`src/rtl/redsign_pkg.sv`:
```
package redsign_pkg;
  localparam int unsigned WORD_W = 32;
  localparam int unsigned OP_W   = 2;

  typedef enum logic [OP_W-1:0] {
    OP_ALLSET = 2'b00,
    OP_ANYSET = 2'b01,
    OP_PARITY = 2'b10,
    OP_SPREAD = 2'b11
  } redop_e;
endpackage

```
`src/rtl/redsign_core.sv`:
```
module redsign_core
  import redsign_pkg::*;
#(
  parameter int unsigned WIDTH = WORD_W
) (
  input  logic [WIDTH-1:0] opnd,
  input  redop_e           op,
  output logic [WIDTH-1:0] result
);
  localparam int unsigned MSB = WIDTH - 1;

  logic truth;

  always_comb begin
    unique case (op)
      OP_ALLSET: truth = &opnd;
      OP_ANYSET: truth = |opnd;
      OP_PARITY: truth = ^opnd;
      OP_SPREAD: truth = opnd[MSB];
      default:   truth = 1'b0;
    endcase
  end

  // Spread the single truth bit across the word so that NOT inverts it.
  for (genvar b = 0; b < WIDTH; b++) begin : g_fan
    assign result[b] = truth;
  end
endmodule

```
`src/rtl/redsign_stage.sv`:
```
module redsign_stage #(
  parameter int unsigned WIDTH = 32
) (
  input  logic             clk,
  input  logic             rst_n,
  input  logic             in_valid,
  output logic             in_ready,
  input  logic [WIDTH-1:0] in_data,
  output logic             out_valid,
  input  logic             out_ready,
  output logic [WIDTH-1:0] out_data
);
  logic take;

  assign in_ready = !out_valid || out_ready;
  assign take     = in_valid && in_ready;

  always_ff @(posedge clk) begin
    if (!rst_n) begin
      out_valid <= 1'b0;
    end else if (take) begin
      out_valid <= 1'b1;
    end else if (out_ready) begin
      out_valid <= 1'b0;
    end
  end

  always_ff @(posedge clk) begin
    if (take) begin
      out_data <= in_data;
    end
  end

  assert_reset_R8: assert property (@(posedge clk) !rst_n |=> !out_valid);

  assert_latency_R6: assert property (@(posedge clk) disable iff (!rst_n)
    (in_valid && in_ready) |=> out_valid);

  assert_drain_R6: assert property (@(posedge clk) disable iff (!rst_n)
    (out_valid && out_ready && !in_valid) |=> !out_valid);

  assert_hold_R7: assert property (@(posedge clk) disable iff (!rst_n)
    (out_valid && !out_ready) |=> (out_valid && $stable(out_data)));

  assert_block_R7: assert property (@(posedge clk) disable iff (!rst_n)
    (out_valid && !out_ready) |-> !in_ready);
endmodule

```
`src/rtl/redsign_unit.sv`:
```
module redsign_unit
  import redsign_pkg::*;
(
  input  logic              clk,
  input  logic              rst_n,
  input  logic              in_valid,
  output logic              in_ready,
  input  logic [WORD_W-1:0] in_word,
  input  logic [OP_W-1:0]   in_op,
  output logic              out_valid,
  input  logic              out_ready,
  output logic [WORD_W-1:0] out_word
);
  localparam int unsigned SHIFT = WORD_W - 1;
  localparam logic [WORD_W-1:0] ONES = '1;

  logic [WORD_W-1:0] comb_res;

  redsign_core #(.WIDTH(WORD_W)) u_core (
    .opnd   (in_word),
    .op     (redop_e'(in_op)),
    .result (comb_res)
  );

  redsign_stage #(.WIDTH(WORD_W)) u_stage (
    .clk       (clk),
    .rst_n     (rst_n),
    .in_valid  (in_valid),
    .in_ready  (in_ready),
    .in_data   (comb_res),
    .out_valid (out_valid),
    .out_ready (out_ready),
    .out_data  (out_word)
  );

  assert_uniform_R5: assert property (@(posedge clk) disable iff (!rst_n)
    out_valid |-> (out_word == '0 || out_word == ONES));

  assert_allset_R1: assert property (@(posedge clk) disable iff (!rst_n)
    (in_valid && in_ready && in_op == 2'b00) |=>
      (out_word == (($past(in_word) == ONES) ? ONES : '0)));

  assert_anyset_R2: assert property (@(posedge clk) disable iff (!rst_n)
    (in_valid && in_ready && in_op == 2'b01) |=>
      (out_word == (($past(in_word) != '0) ? ONES : '0)));

  assert_parity_R3: assert property (@(posedge clk) disable iff (!rst_n)
    (in_valid && in_ready && in_op == 2'b10) |=>
      (out_word[0] == $past($countones(in_word) % 2 == 1)));

  assert_spread_R4: assert property (@(posedge clk) disable iff (!rst_n)
    (in_valid && in_ready && in_op == 2'b11) |=>
      (out_word == WORD_W'($signed($past(in_word)) >>> SHIFT)));
endmodule

```
`config.mk`:
```
export PLATFORM = sky130hd
export DESIGN_NAME = redsign_unit
export DESIGN_NICKNAME = d
export VERILOG_FILES = /design/src/rtl/redsign_pkg.sv /design/src/rtl/redsign_core.sv /design/src/rtl/redsign_stage.sv /design/src/rtl/redsign_unit.sv
export SDC_FILE = /design/constraint.sdc
export NUM_CORES = 1
export LEC_CHECK = 0
export BUFFER_PORTS_ARGS = -buffer_cell sky130_fd_sc_hd__buf_2
export CELL_PAD_IN_SITES_DETAIL_PLACEMENT = 0
export CELL_PAD_IN_SITES_GLOBAL_PLACEMENT = 1
export CORE_UTILIZATION = 28
export DETAILED_ROUTE_END_ITERATION = 12
export PLACE_DENSITY = 0.85
export SLEW_MARGIN = 20
export SYNTH_ARGS = -nofsm -noshare
export SYNTH_HDL_FRONTEND = slang
export SYNTH_SLANG_ARGS = --single-unit
```
`constraint.sdc`:
```
create_clock -name clk -period 2.33 [get_ports clk]
set_clock_uncertainty 0.15 [all_clocks]
set_input_delay 0.466 -clock clk [delete_from_list [all_inputs] [get_ports clk]]
set_output_delay 0.466 -clock clk [all_outputs]
set_load 0.005 [all_outputs]
```
==> impl_metrics.ini <==
[clocking]
post-cts-setup-buffers = 0
numCtsBuffers = 3
clk_latency_ns = 0.21
h-tree-depth = 1
clkTransAtPathRegs_ns = 0.04
cts-root-buf = clkbuf_8
cts_hold_buf = 0
clk_path_buf_depth = 2
cts_sinks = 2
cts_resized = 0
cts_tree = done

[die]
initial_utilization_pct = 30.4
rows = 21
boundaryPins = 72
die_height_um = 63.4
die-area_um2 = 4020
core_um2 = 3470
die_w_um = 63.4

[synth]
postSynthAreaPerCell_um2 = 8.06
synthDominantCellAreaShare_pct = 37.9
ys_seq_area_share_pct = 4.74
yosysWarnings = 0
syn_area_um2 = 1060
syn_inst = 131
synthTopCellsByArea = ha_1, buf_4, inv_1, xnor2_1, nand4_1
synth_fp_nets = 201
synth_seq_cells = 2
synth_cell_types = 19
yosys.area.top_type = ha_1

[cells_and_area]
instances_no_fill = 221
finalInstanceArea_um2 = 1280
diodes = 0
drive_gt1_share_pct = 42.3
final_util_pct = 36.9
areaGrowthSynthToFinish_pct = 21.3
fin_nets = 246

[timing]
min_period_ns = 1.88
maxSlewHeadroom_pct = 58.7
hold_violations = 0
finalSetupViolCount = 0
fmax_ghz = 0.532
tns_ns = 0
post-route-period-util_pct = 80.7
tightest_slew_ns = 0.620
worst_hold_slack_ns = 0.361
rsz0062_at_grt = no
drv_slew = 0

[global_routing]
grt_pass1_wl_um = 3340
grtUsageTotal_pct = 10.8
grt_remaining_overflow = 0
grt_antenna_before_repair = 0
grt_max_degree = 33
grt_pass1_vias = 810

[placement]
globalplace.congestion = 0.720
io_buffers = 71
post_dp_cell_area_um2 = 1240
dp.cells = 217
dp_hpwl_um = 1780

[route]
via_per_inst = 4.07
ant_nets = 0
via_count = 899
route.detailed.drc = 0
dr.pass1.iters = 4
drtIter0Drc = 6
wl_per_cell_um = 8.80
routed_wl_um = 1940

[critical_path]
worstPathCellList = buf_2, inv_1, ha_1, xor2_1, xnor2_1, xnor2_1, xnor2_1, o21ai_0
cp_common_cell = xnor2_1
cp_max_fo = 2
crit_path_top_delay_cell = ha_1
critPathArrivalTime_ns = 1.69
critical_path_required_ns = 2.13
crit_buf_inv = 2
start_kind = primary input
cp-end-kind = register
cp_top_family = XOR/XNOR gates
path_class = primary input to register
max_stage_delay_ns = 0.31

[hold_path]
min_path_type = primary input to register

[power]
ir_worst_vdd_mv = 0.164
powerDensity_nw_per_um2 = 421
p_leak_uw = 0.000803

[outcome]
status = finished clean

[run]
drv_cap = 0
-- cells in the mapped netlist --
cell type / count
inv_1: 33
ha_1: 32
buf_4: 31
xnor2_1: 13
nand4_1: 6
nand2b_1: 2
xor2_1: 2
a21boi_0: 1
a31oi_1: 1
and2_1: 1
and4_1: 1
dfxtp_1: 1
edfxtp_1: 1
nand2_1: 1
nand3_1: 1
o21ai_0: 1
o32ai_1: 1
o41ai_1: 1
or4_1: 1
-- cell families (layout without fill, tap and decap cells) --
family          Yosys count  in the layout  synth area share, %
compound gates            5              5                 3.44
xor+xnor                 15             15                 12.4
fa+ha+maj                32             32                 37.9
buf+inv                  64            108                 33.8
flops                     2              2                 4.74
simple gates             13             13                 7.70
-- cell type report --
cell class | count | area (µm²)
multi-input cells | 65 | 649
repair buffers | 71 | 355
fillers | 388 | 2190
clock buffers | 4 | 45.0
well taps | 46 | 57.6
inverters | 33 | 124
flip-flops and latches | 2 | 50.0
-- power breakdown --
group	switching, µW	leakage (µW)	internal, µW
combinational	139	0.000762	184
sequential	18.2	0.0000182	44.1
clock	37.2	0.0000228	117
-- worst register-to-register path, stage by stage (launching register included) --
cell and delay (ns):
dfxtp_1 0.29, nand2b_1 0.10, and2_1 0.15
-- metrics by stage --
step	total power [µW]	setup WS, ns
5_1_grt	597	0.312
3_3_place_gp	388	0.254
2_1_floorplan	376	0.450
3_5_place_dp	393	0.187
4_1_cts	553	0.432
6_report	539	0.449
-- path summary, 6_finish.rpt --
path | start | end | slack [ns] | cells past startpoint
worst max-delay path | in_word[8] | u_stage.out_data[0] | 0.45 | 8
worst min-delay path | in_valid | u_stage.out_valid | 0.36 | 3
worst max register to register | u_stage.out_valid | u_stage.out_data[0] | 1.36 | 2
worst min register to register | u_stage.out_valid | u_stage.out_valid | 0.39 | 2
-- cells in the final DEF (no fill, tap or decap) --
| cell type | netlist | layout |
|---|---|---|
| a21boi_0 | 1 | 1 |
| a31oi_1 | 1 | 1 |
| and2_1 | 1 | 1 |
| and4_1 | 1 | 1 |
| buf_2 | 0 | 71 |
| clkbuf_1 | 0 | 1 |
| clkbuf_8 | 0 | 3 |
| dfxtp_1 | 1 | 1 |
| edfxtp_1 | 1 | 1 |
| ha_1 | 32 | 32 |
| inv_1 | 33 | 33 |
| nand2_1 | 1 | 1 |
| nand2b_1 | 2 | 2 |
| nand3_1 | 1 | 1 |
| nand4_1 | 6 | 6 |
| o21ai_0 | 1 | 1 |
| o32ai_1 | 1 | 1 |
| o41ai_1 | 1 | 1 |
| or4_1 | 1 | 1 |
| xnor2_1 | 13 | 13 |
| xor2_1 | 2 | 2 |
-- sequential cells by signal, summed over array words and instances, names as in the netlist --
name and count:
u_stage.out_valid 1, u_stage.out_data 1
-- routing by layer --
metal / share of wire, % / track usage [%] / up-vias
li1: - / - / 461
met1: 42 / 12.2 / 375
met2: 45 / 18.0 / 59
met3: 11 / 3.08 / 4
met4: 2.2 / 5.97 / 0
met5: 0 / 0 / -
Power figures use the tool's default switching activity.
